--- config.mk ---
export PLATFORM = sky130hd
export DESIGN_NAME = gpio_dual_bank
export DESIGN_NICKNAME = d
export VERILOG_FILES = /design/src/rtl/gpio_pkg.sv /design/src/rtl/gpio_sync.sv /design/src/rtl/gpio_bank.sv /design/src/rtl/gpio_io_window.sv /design/src/rtl/gpio_dual_bank.sv
export SDC_FILE = /design/constraint.sdc
export NUM_CORES = 1
export LEC_CHECK = 0
export ABC_AREA = 1
export BUFFER_PORTS_ARGS = -buffer_cell sky130_fd_sc_hd__buf_4
export CAP_MARGIN = 20
export CELL_PAD_IN_SITES_DETAIL_PLACEMENT = 1
export CELL_PAD_IN_SITES_GLOBAL_PLACEMENT = 2
export CORE_UTILIZATION = 31
export CTS_CLUSTER_DIAMETER = 40
export CTS_CLUSTER_SIZE = 25
export DETAILED_ROUTE_END_ITERATION = 10
export GPL_ROUTABILITY_DRIVEN = 0
export HOLD_SLACK_MARGIN = 0.15
export MAX_ROUTING_LAYER = met4
export PLACE_DENSITY = 0.77
export SLEW_MARGIN = 20
export SYNTH_ARGS = -nofsm -noshare
export SYNTH_HDL_FRONTEND = slang
export SYNTH_SLANG_ARGS = --single-unit
--- constraint.sdc ---
create_clock -name clk -period 2.42 [get_ports clk]
set_input_delay 0.363 -clock clk [delete_from_list [all_inputs] [get_ports clk]]
set_output_delay 0.363 -clock clk [all_outputs]
set_load 0.02 [all_outputs]
--- src/rtl/gpio_pkg.sv ---
package gpio_pkg;
  localparam int unsigned REG_W      = 8;
  localparam int unsigned NUM_BANKS  = 2;
  localparam int unsigned ADDR_W     = 16;
  localparam logic [7:0]  IDX_ACT    = 8'h30;
  localparam logic [7:0]  IDX_BASE_H = 8'h60;
  localparam logic [7:0]  IDX_BASE_L = 8'h61;
  localparam logic [7:0]  IDX_BANK0  = 8'hF0;
  localparam int unsigned REGS_PER_BANK = 3;
endpackage

--- src/rtl/gpio_sync.sv ---
module gpio_sync #(
  parameter int W      = 16,
  parameter int STAGES = 2
) (
  input  logic         clk,
  input  logic         rst_n,
  input  logic [W-1:0] d,
  output logic [W-1:0] q
);
  logic [W-1:0] chain [STAGES];

  always_ff @(posedge clk or negedge rst_n) begin
    if (!rst_n) begin
      for (int s = 0; s < STAGES; s++) chain[s] <= '0;
    end else begin
      chain[0] <= d;
      for (int s = 1; s < STAGES; s++) chain[s] <= chain[s-1];
    end
  end

  assign q = chain[STAGES-1];
endmodule

--- src/rtl/gpio_bank.sv ---
module gpio_bank #(
  parameter int           W       = 8,
  parameter logic [W-1:0] PP_MASK = '0
) (
  input  logic         clk,
  input  logic         rst_n,
  input  logic         enable,
  input  logic         we_dir,
  input  logic [W-1:0] wd_dir,
  input  logic         we_dat,
  input  logic [W-1:0] wd_dat,
  input  logic         we_inv,
  input  logic [W-1:0] wd_inv,
  input  logic [W-1:0] pin_sync,
  output logic [W-1:0] dir_q,
  output logic [W-1:0] inv_q,
  output logic [W-1:0] dat_rd,
  output logic [W-1:0] pin_out,
  output logic [W-1:0] pin_oe
);
  logic [W-1:0] dat_q;
  logic [W-1:0] drive_val;
  logic [W-1:0] rd_mix;

  always_ff @(posedge clk or negedge rst_n) begin
    if (!rst_n) begin
      dir_q <= '1;
      dat_q <= '0;
      inv_q <= '0;
    end else begin
      if (we_dir) dir_q <= wd_dir;
      if (we_dat) dat_q <= wd_dat;
      if (we_inv) inv_q <= wd_inv;
    end
  end

  assign drive_val = dat_q ^ inv_q;

  for (genvar i = 0; i < W; i++) begin : g_pad
    if (PP_MASK[i]) begin : g_pp
      assign pin_oe[i]  = enable & ~dir_q[i];
      assign pin_out[i] = enable & ~dir_q[i] & drive_val[i];
    end else begin : g_od
      assign pin_oe[i]  = enable & ~dir_q[i] & ~drive_val[i];
      assign pin_out[i] = 1'b0;
    end
  end

  // inputs read the synchronized pad through the polarity bit, outputs read storage
  assign rd_mix = (dir_q & (pin_sync ^ inv_q)) | (~dir_q & dat_q);
  assign dat_rd = enable ? rd_mix : '0;


  input_no_drive_chk: assert property (@(posedge clk) disable iff (!rst_n)
    (pin_oe & dir_q) == '0);


  od_never_high_chk: assert property (@(posedge clk) disable iff (!rst_n)
    (pin_out & ~PP_MASK) == '0);


  off_bank_quiet_chk: assert property (@(posedge clk) disable iff (!rst_n)
    !enable |-> (dat_rd == '0 && pin_oe == '0));


  dir_hold_chk: assert property (@(posedge clk) disable iff (!rst_n)
    !we_dir |=> $stable(dir_q));
endmodule

--- src/rtl/gpio_io_window.sv ---
module gpio_io_window #(
  parameter int              AW     = 16,
  parameter logic [AW-1:0]   WIN_LO = 16'h0100,
  parameter logic [AW-1:0]   WIN_HI = 16'h0FF8
) (
  input  logic          clk,
  input  logic          rst_n,
  input  logic [AW-1:0] base,
  input  logic [AW-1:0] addr,
  output logic          hit,
  output logic [1:0]    offset
);
  logic [AW-1:0] base_al;
  logic          in_range;

  assign base_al  = {base[AW-1:2], 2'b00};
  assign in_range = (base_al >= WIN_LO) && (base_al <= WIN_HI);
  assign hit      = in_range && (addr[AW-1:2] == base[AW-1:2]);
  assign offset   = addr[1:0];


  hit_addr_range_chk: assert property (@(posedge clk) disable iff (!rst_n)
    hit |-> (addr >= WIN_LO && addr <= WIN_HI + AW'(3)));
endmodule

--- src/rtl/gpio_dual_bank.sv ---
module gpio_dual_bank #(
  parameter int                         SYNC_STAGES = 2,
  parameter logic [15:0]                WIN_LO      = 16'h0100,
  parameter logic [15:0]                WIN_HI      = 16'h0FF8,
  parameter logic [2*gpio_pkg::REG_W-1:0] PP_MASK   = 16'h0001
) (
  input  logic        clk,
  input  logic        rst_n,
  input  logic        cfg_wr,
  input  logic [7:0]  cfg_idx,
  input  logic [7:0]  cfg_wdata,
  output logic [7:0]  cfg_rdata,
  input  logic        io_wr,
  input  logic [15:0] io_addr,
  input  logic [7:0]  io_wdata,
  output logic [7:0]  io_rdata,
  output logic        io_hit,
  input  logic [15:0] pin_in,
  output logic [15:0] pin_out,
  output logic [15:0] pin_oe
);
  import gpio_pkg::*;

  localparam int PW = REG_W;
  localparam int NB = NUM_BANKS;

  logic [2:0]    act_q;
  logic [7:0]    base_hi_q, base_lo_q;
  logic [NB*PW-1:0] pin_sync;
  logic [1:0]    io_off;

  logic [NB-1:0] cfg_dir_hit, cfg_dat_hit, cfg_inv_hit;
  logic [NB-1:0] io_dir_hit, io_dat_hit;
  logic [NB-1:0] bank_en;
  logic [PW-1:0] bank_dir [NB];
  logic [PW-1:0] bank_inv [NB];
  logic [PW-1:0] bank_rd  [NB];

  always_ff @(posedge clk or negedge rst_n) begin
    if (!rst_n) begin
      act_q     <= '0;
      base_hi_q <= '0;
      base_lo_q <= '0;
    end else if (cfg_wr) begin
      if (cfg_idx == IDX_ACT)    act_q     <= cfg_wdata[2:0];
      if (cfg_idx == IDX_BASE_H) base_hi_q <= cfg_wdata;
      if (cfg_idx == IDX_BASE_L) base_lo_q <= cfg_wdata;
    end
  end

  gpio_sync #(.W(NB*PW), .STAGES(SYNC_STAGES)) u_sync (
    .clk(clk), .rst_n(rst_n), .d(pin_in), .q(pin_sync)
  );

  gpio_io_window #(.AW(16), .WIN_LO(WIN_LO), .WIN_HI(WIN_HI)) u_win (
    .clk(clk), .rst_n(rst_n), .base({base_hi_q, base_lo_q}),
    .addr(io_addr), .hit(io_hit), .offset(io_off)
  );

  for (genvar b = 0; b < NB; b++) begin : g_bank
    localparam logic [7:0] IDX_B = IDX_BANK0 + 8'(REGS_PER_BANK * b);
    logic we_dir, we_dat, we_inv;
    logic [PW-1:0] wd_dir, wd_dat;

    assign cfg_dir_hit[b] = (cfg_idx == IDX_B);
    assign cfg_dat_hit[b] = (cfg_idx == IDX_B + 8'd1);
    assign cfg_inv_hit[b] = (cfg_idx == IDX_B + 8'd2);
    assign io_dir_hit[b]  = io_hit && (io_off == 2'(2 * b));
    assign io_dat_hit[b]  = io_hit && (io_off == 2'(2 * b + 1));
    assign bank_en[b]     = act_q[0] | act_q[b+1];

    assign we_dir = (cfg_wr & cfg_dir_hit[b]) | (io_wr & io_dir_hit[b]);
    assign we_dat = (cfg_wr & cfg_dat_hit[b]) | (io_wr & io_dat_hit[b]);
    assign we_inv = cfg_wr & cfg_inv_hit[b];
    // the configuration port wins a same-register collision
    assign wd_dir = (cfg_wr & cfg_dir_hit[b]) ? cfg_wdata : io_wdata;
    assign wd_dat = (cfg_wr & cfg_dat_hit[b]) ? cfg_wdata : io_wdata;

    gpio_bank #(.W(PW), .PP_MASK(PP_MASK[b*PW +: PW])) u_bank (
      .clk(clk), .rst_n(rst_n), .enable(bank_en[b]),
      .we_dir(we_dir), .wd_dir(wd_dir),
      .we_dat(we_dat), .wd_dat(wd_dat),
      .we_inv(we_inv), .wd_inv(cfg_wdata),
      .pin_sync(pin_sync[b*PW +: PW]),
      .dir_q(bank_dir[b]), .inv_q(bank_inv[b]), .dat_rd(bank_rd[b]),
      .pin_out(pin_out[b*PW +: PW]), .pin_oe(pin_oe[b*PW +: PW])
    );
  end

  always_comb begin
    cfg_rdata = '0;
    if (cfg_idx == IDX_ACT)    cfg_rdata = {5'b0, act_q};
    if (cfg_idx == IDX_BASE_H) cfg_rdata = base_hi_q;
    if (cfg_idx == IDX_BASE_L) cfg_rdata = base_lo_q;
    for (int b = 0; b < NB; b++) begin
      if (cfg_dir_hit[b]) cfg_rdata = bank_dir[b];
      if (cfg_dat_hit[b]) cfg_rdata = bank_rd[b];
      if (cfg_inv_hit[b]) cfg_rdata = bank_inv[b];
    end
  end

  always_comb begin
    io_rdata = '0;
    for (int b = 0; b < NB; b++) begin
      if (io_dir_hit[b]) io_rdata = bank_dir[b];
      if (io_dat_hit[b]) io_rdata = bank_rd[b];
    end
  end


  miss_reads_zero_chk: assert property (@(posedge clk) disable iff (!rst_n)
    !io_hit |-> io_rdata == 8'h00);
endmodule

==> results.md <==
- The flow ran to the end, but the final reports show violations.
- The checks that failed: setup timing.
- In the routed design, unresolved DRC markers number 0.
- The peak supply drop is 0.0002877 V.
- The maximum operating frequency is 386.0 MHz.
- The synthesized area divided by synthesized cell count is 7.212 um^2.
- The pre-CTS setup slack is 0.009937 ns.
- The placeable core region is 18270 um^2.
- The latest clock arrival within the worst-skew pair is 0.36 ns.
- The top cell types in the final layout, fill and taps aside, are 256 x nand2_1, 143 x buf_4, 76 x dfrtp_1, 61 x inv_1, 53 x nor2_1.
- The worst path required time is 2.06 ns.
- The overall power of the completed layout is 3.973 mW.
- The reg-to-reg setup timing slack is 0.13 ns.
- The end point of the most critical hold path is u_sync.q[0]$_DFF_PN0_.
- After detailed routing, the average wire length per cell comes to 19.18 um.
- After filler insertion, the fill cell instance count of the layout stands at 2287.
- Setup repair after global routing could not meet its margin everywhere.
- The share of layout cells above drive strength 1 is 29.34%.
- Setup violations remaining at the end of the flow were counted as 8.
- The leakage power of the design is 4.104 nW.
- The clock edge transition at the registers on the reported setup and hold paths is 0.07 ns.
- In this run, CTS created clock tree buffers numbering 9.
- Buffers placed on the I/O ports in this run total 93.
- The die area is 19470 um^2.
- The total placed cells including tap cells is 1149.
- The yosys synthesis warning count is 0.
- In this run the tightest slew margin relative to its limit is 57.79%.
- Across the whole layout, storage elements account for 2506 um^2.
- The final route contains 6127 vias.
- The mapped netlist covers 5863 um^2.
- The final-report max-slew violation count is 0.
- The number of maximum-capacitance violations is 0.
- Of all nets on the critical path, the largest fanout is 4.
- The depth of the worst register-to-register path is 17.
- The post-route minimum period is 2.591 ns.
- The area after detailed placement is 6984 um^2.
- Synthesis inferred 99 register bits.
- In this run the deepest clock path goes through 2 buffers.
- TritonCTS built the clock tree.
- The count of standard-cell rows is 49.
- The number of distinct standard cells referenced by the synthesized netlist is 33.
- For this run, the post-layout net count is 1040.
- The library cell used most frequently in the layout, excluding fill and tap cells, is nand2_1.
- The count of cells along the worst hold path is 0.
- The die is 139.5 um tall.
- Dividing total power by cell area gives a power density of 495.1 nW/um^2.
- The total global routing track utilization is 24.88%.
- The critical path class is reg -> out.
- The half-perimeter wire length of the detailed placement result is 17.26 mm.
- The die width is 139.5 um.
- The class of the worst hold path is reg -> reg.
- The kind of capture point of the worst setup path is a primary output.
- Data on the critical path arrives at its endpoint at 2.23 ns.
- STA classifies the critical path startpoint as a flip-flop.
- Clock skew on the completed layout was measured at 0.008900 ns.
- The startpoint identified for the worst register-to-register timing path is base_hi_q[4]$_DFFE_PN0P_.
- The tree is rooted in a clkbuf_16.
- The remaining antenna violation count after routing is 0.
- The first global-routing pass estimated 35.56 mm of wire.
- For this run the aggregate overflow at the end of global routing stands at 0.
- The non-filler instance count after layout is 1214.
- After detailed routing, the number of vias per cell comes to 5.047.
- The share of the Yosys chip area taken by registers is 42.59%.
- The first TritonRoute pass finished after 5 iterations.
- The total routed wirelength is 23.28 mm.
- The H-tree depth reported by CTS is 3.
- During I/O placement, the number of pins put on the boundary was 109.
- The layout overhead on the synthesized area is 36.90%.
- The capture instance of the worst register-to-register path is g_bank[1].u_bank.dir_q[1]$_DFFE_PN1P_.
- The launching instance or port of the critical path is base_hi_q[4]$_DFFE_PN0P_.
- The number of hold violations in the final report is 0.
- At the pin with the least slew margin, the transition time is 0.6317 ns.
- Entering global routing, the biggest net connects 46 pins.
- The share of the clock period used by the worst path is 107.1%.
- The area taken by multi-input logic gates is 3182 um^2.
- With fillers left out, the area of the finished cells amounts to 8026 um^2.
- The synthesized instance count is 813.
- The repair_antennas step left the layout with diodes totalling 0.
- The critical hold path startpoint is u_sync.chain[16]$_DFF_PN0_.
- The number of sinks handled by clock tree synthesis is 99.
- The number of global-route vias before repair is 6361.
- After the first detailed-routing iteration, the DRC count stood at 388.
- The minimum setup slack in the final design is -0.1706 ns.
- The initial antenna violation count came to 0.
- The initial utilization of the core area, before any placement, comes to 32.09%.
-- cell families (layout without fill, tap and decap cells) --
| kind of cell | after synthesis | after routing | share of synthesized area [%] |
|---|---|---|---|
| and+or+nand+nor | 467 | 467 | 34.49 |
| buffers and inverters | 114 | 272 | 8.408 |
| xor gates and xnor gates | 38 | 38 | 5.676 |
| AOI/OAI and AO/OA | 94 | 94 | 8.771 |
| other | 1 | 15 | 0.06396 |
| DFF | 99 | 99 | 42.59 |
-- repair_timing --
item / in CTS / in global routing
gates resized for setup: 53 / 50
endpoints found under the hold margin: 50 / 0
pin swaps: 9 / 26
setup endpoints to repair: 13 / 33
hold buffers: 17 / 0
setup buffers: 23 / 8
cloned: 0 / 2
-- area by class of cell --
| class | count | area share (%) |
|---|---|---|
| clock buffer | 10 | 2.977 |
| inverter | 78 | 3.710 |
| multi-input combinational | 614 | 39.64 |
| tap | 229 | 3.570 |
| clock inverter | 6 | 0.7171 |
| sequential | 99 | 31.22 |
| timing repair buffer | 178 | 18.16 |
-- cell usage after synthesis (all sizes together) --
master / instances / area, um^2
a211o: 1 / 8.760
a21oi: 4 / 20.02
buf: 20 / 138.9
clkbuf: 16 / 60.06
clkinv: 2 / 8.750
conb: 1 / 3.750
dfrtp: 83 / 2077
dfstp: 16 / 420.4
inv: 76 / 285.3
nand2: 288 / 1099
nand3: 58 / 307.8
nand3b: 2 / 27.53
nand4: 22 / 143.9
nor2: 66 / 255.3
nor3: 31 / 188.9
o211ai: 1 / 7.510
o21ai: 78 / 390.4
o221ai: 10 / 87.58
xnor2: 10 / 87.58
xor2: 28 / 245.2
-- report_power, final --
part	total [mW]	switching [mW]	internal [mW]
clock network	1.44	0.695	0.750
logic	0.689	0.397	0.292
registers	1.84	0.0946	1.75
-- layer usage --
metal  global-route usage (%)  wire length [um]
met1                    32.12             10830
met2                    41.13             11340
met3                    2.719               682
met4                    7.193               425
met5                        -                 0
-- worst max-delay path: stages, from the launching register on --
cell     delay (ns)
dfrtp_1        0.40
inv_2          0.09
nand2_2        0.07
nor2_4         0.12
nand2_1        0.07
nor2_2         0.16
nand3_4        0.13
nor3_4         0.17
buf_6          0.15
buf_12         0.11
nand2_2        0.06
nand2_2        0.06
nand2_2        0.09
nand3_2        0.08
buf_6          0.12
-- state kept, by name, summed over array words and instances, names as in the netlist --
signal	flops
act_q	3
u_sync.q	16
g_bank.u_bank.inv_q	16
base_hi_q	8
g_bank.u_bank.dir_q	16
g_bank.u_bank.dat_q	16
u_sync.chain	16
base_lo_q	8
-- worst max path at each step --
stage | end | slack, ns | cells past startpoint
after global placement | io_rdata[4] | 0.07 | 12
after global routing | io_rdata[3] | -0.24 | 12
final | io_rdata[3] | -0.17 | 14
after floorplan | io_rdata[0] | 0.27 | 12
after detailed placement | io_rdata[4] | 0.01 | 12
after CTS | io_rdata[7] | -0.16 | 14
-- metrics by stage --
| stage | util (%) | setup TNS [ns] | hold slack [ns] |
|---|---|---|---|
| 2_1_floorplan | - | 0 | 0.06741 |
| 3_3_place_gp | 38.23 | 0 | 0.3325 |
| 3_5_place_dp | 38.23 | 0 | 0.3356 |
| 4_1_cts | 42.80 | -1.203 | 0.3480 |
| 5_1_grt | 43.93 | -1.816 | 0.3576 |
| 6_report | 43.93 | -1.120 | 0.3509 |
No activity file was read; power rests on OpenSTA's default activity.
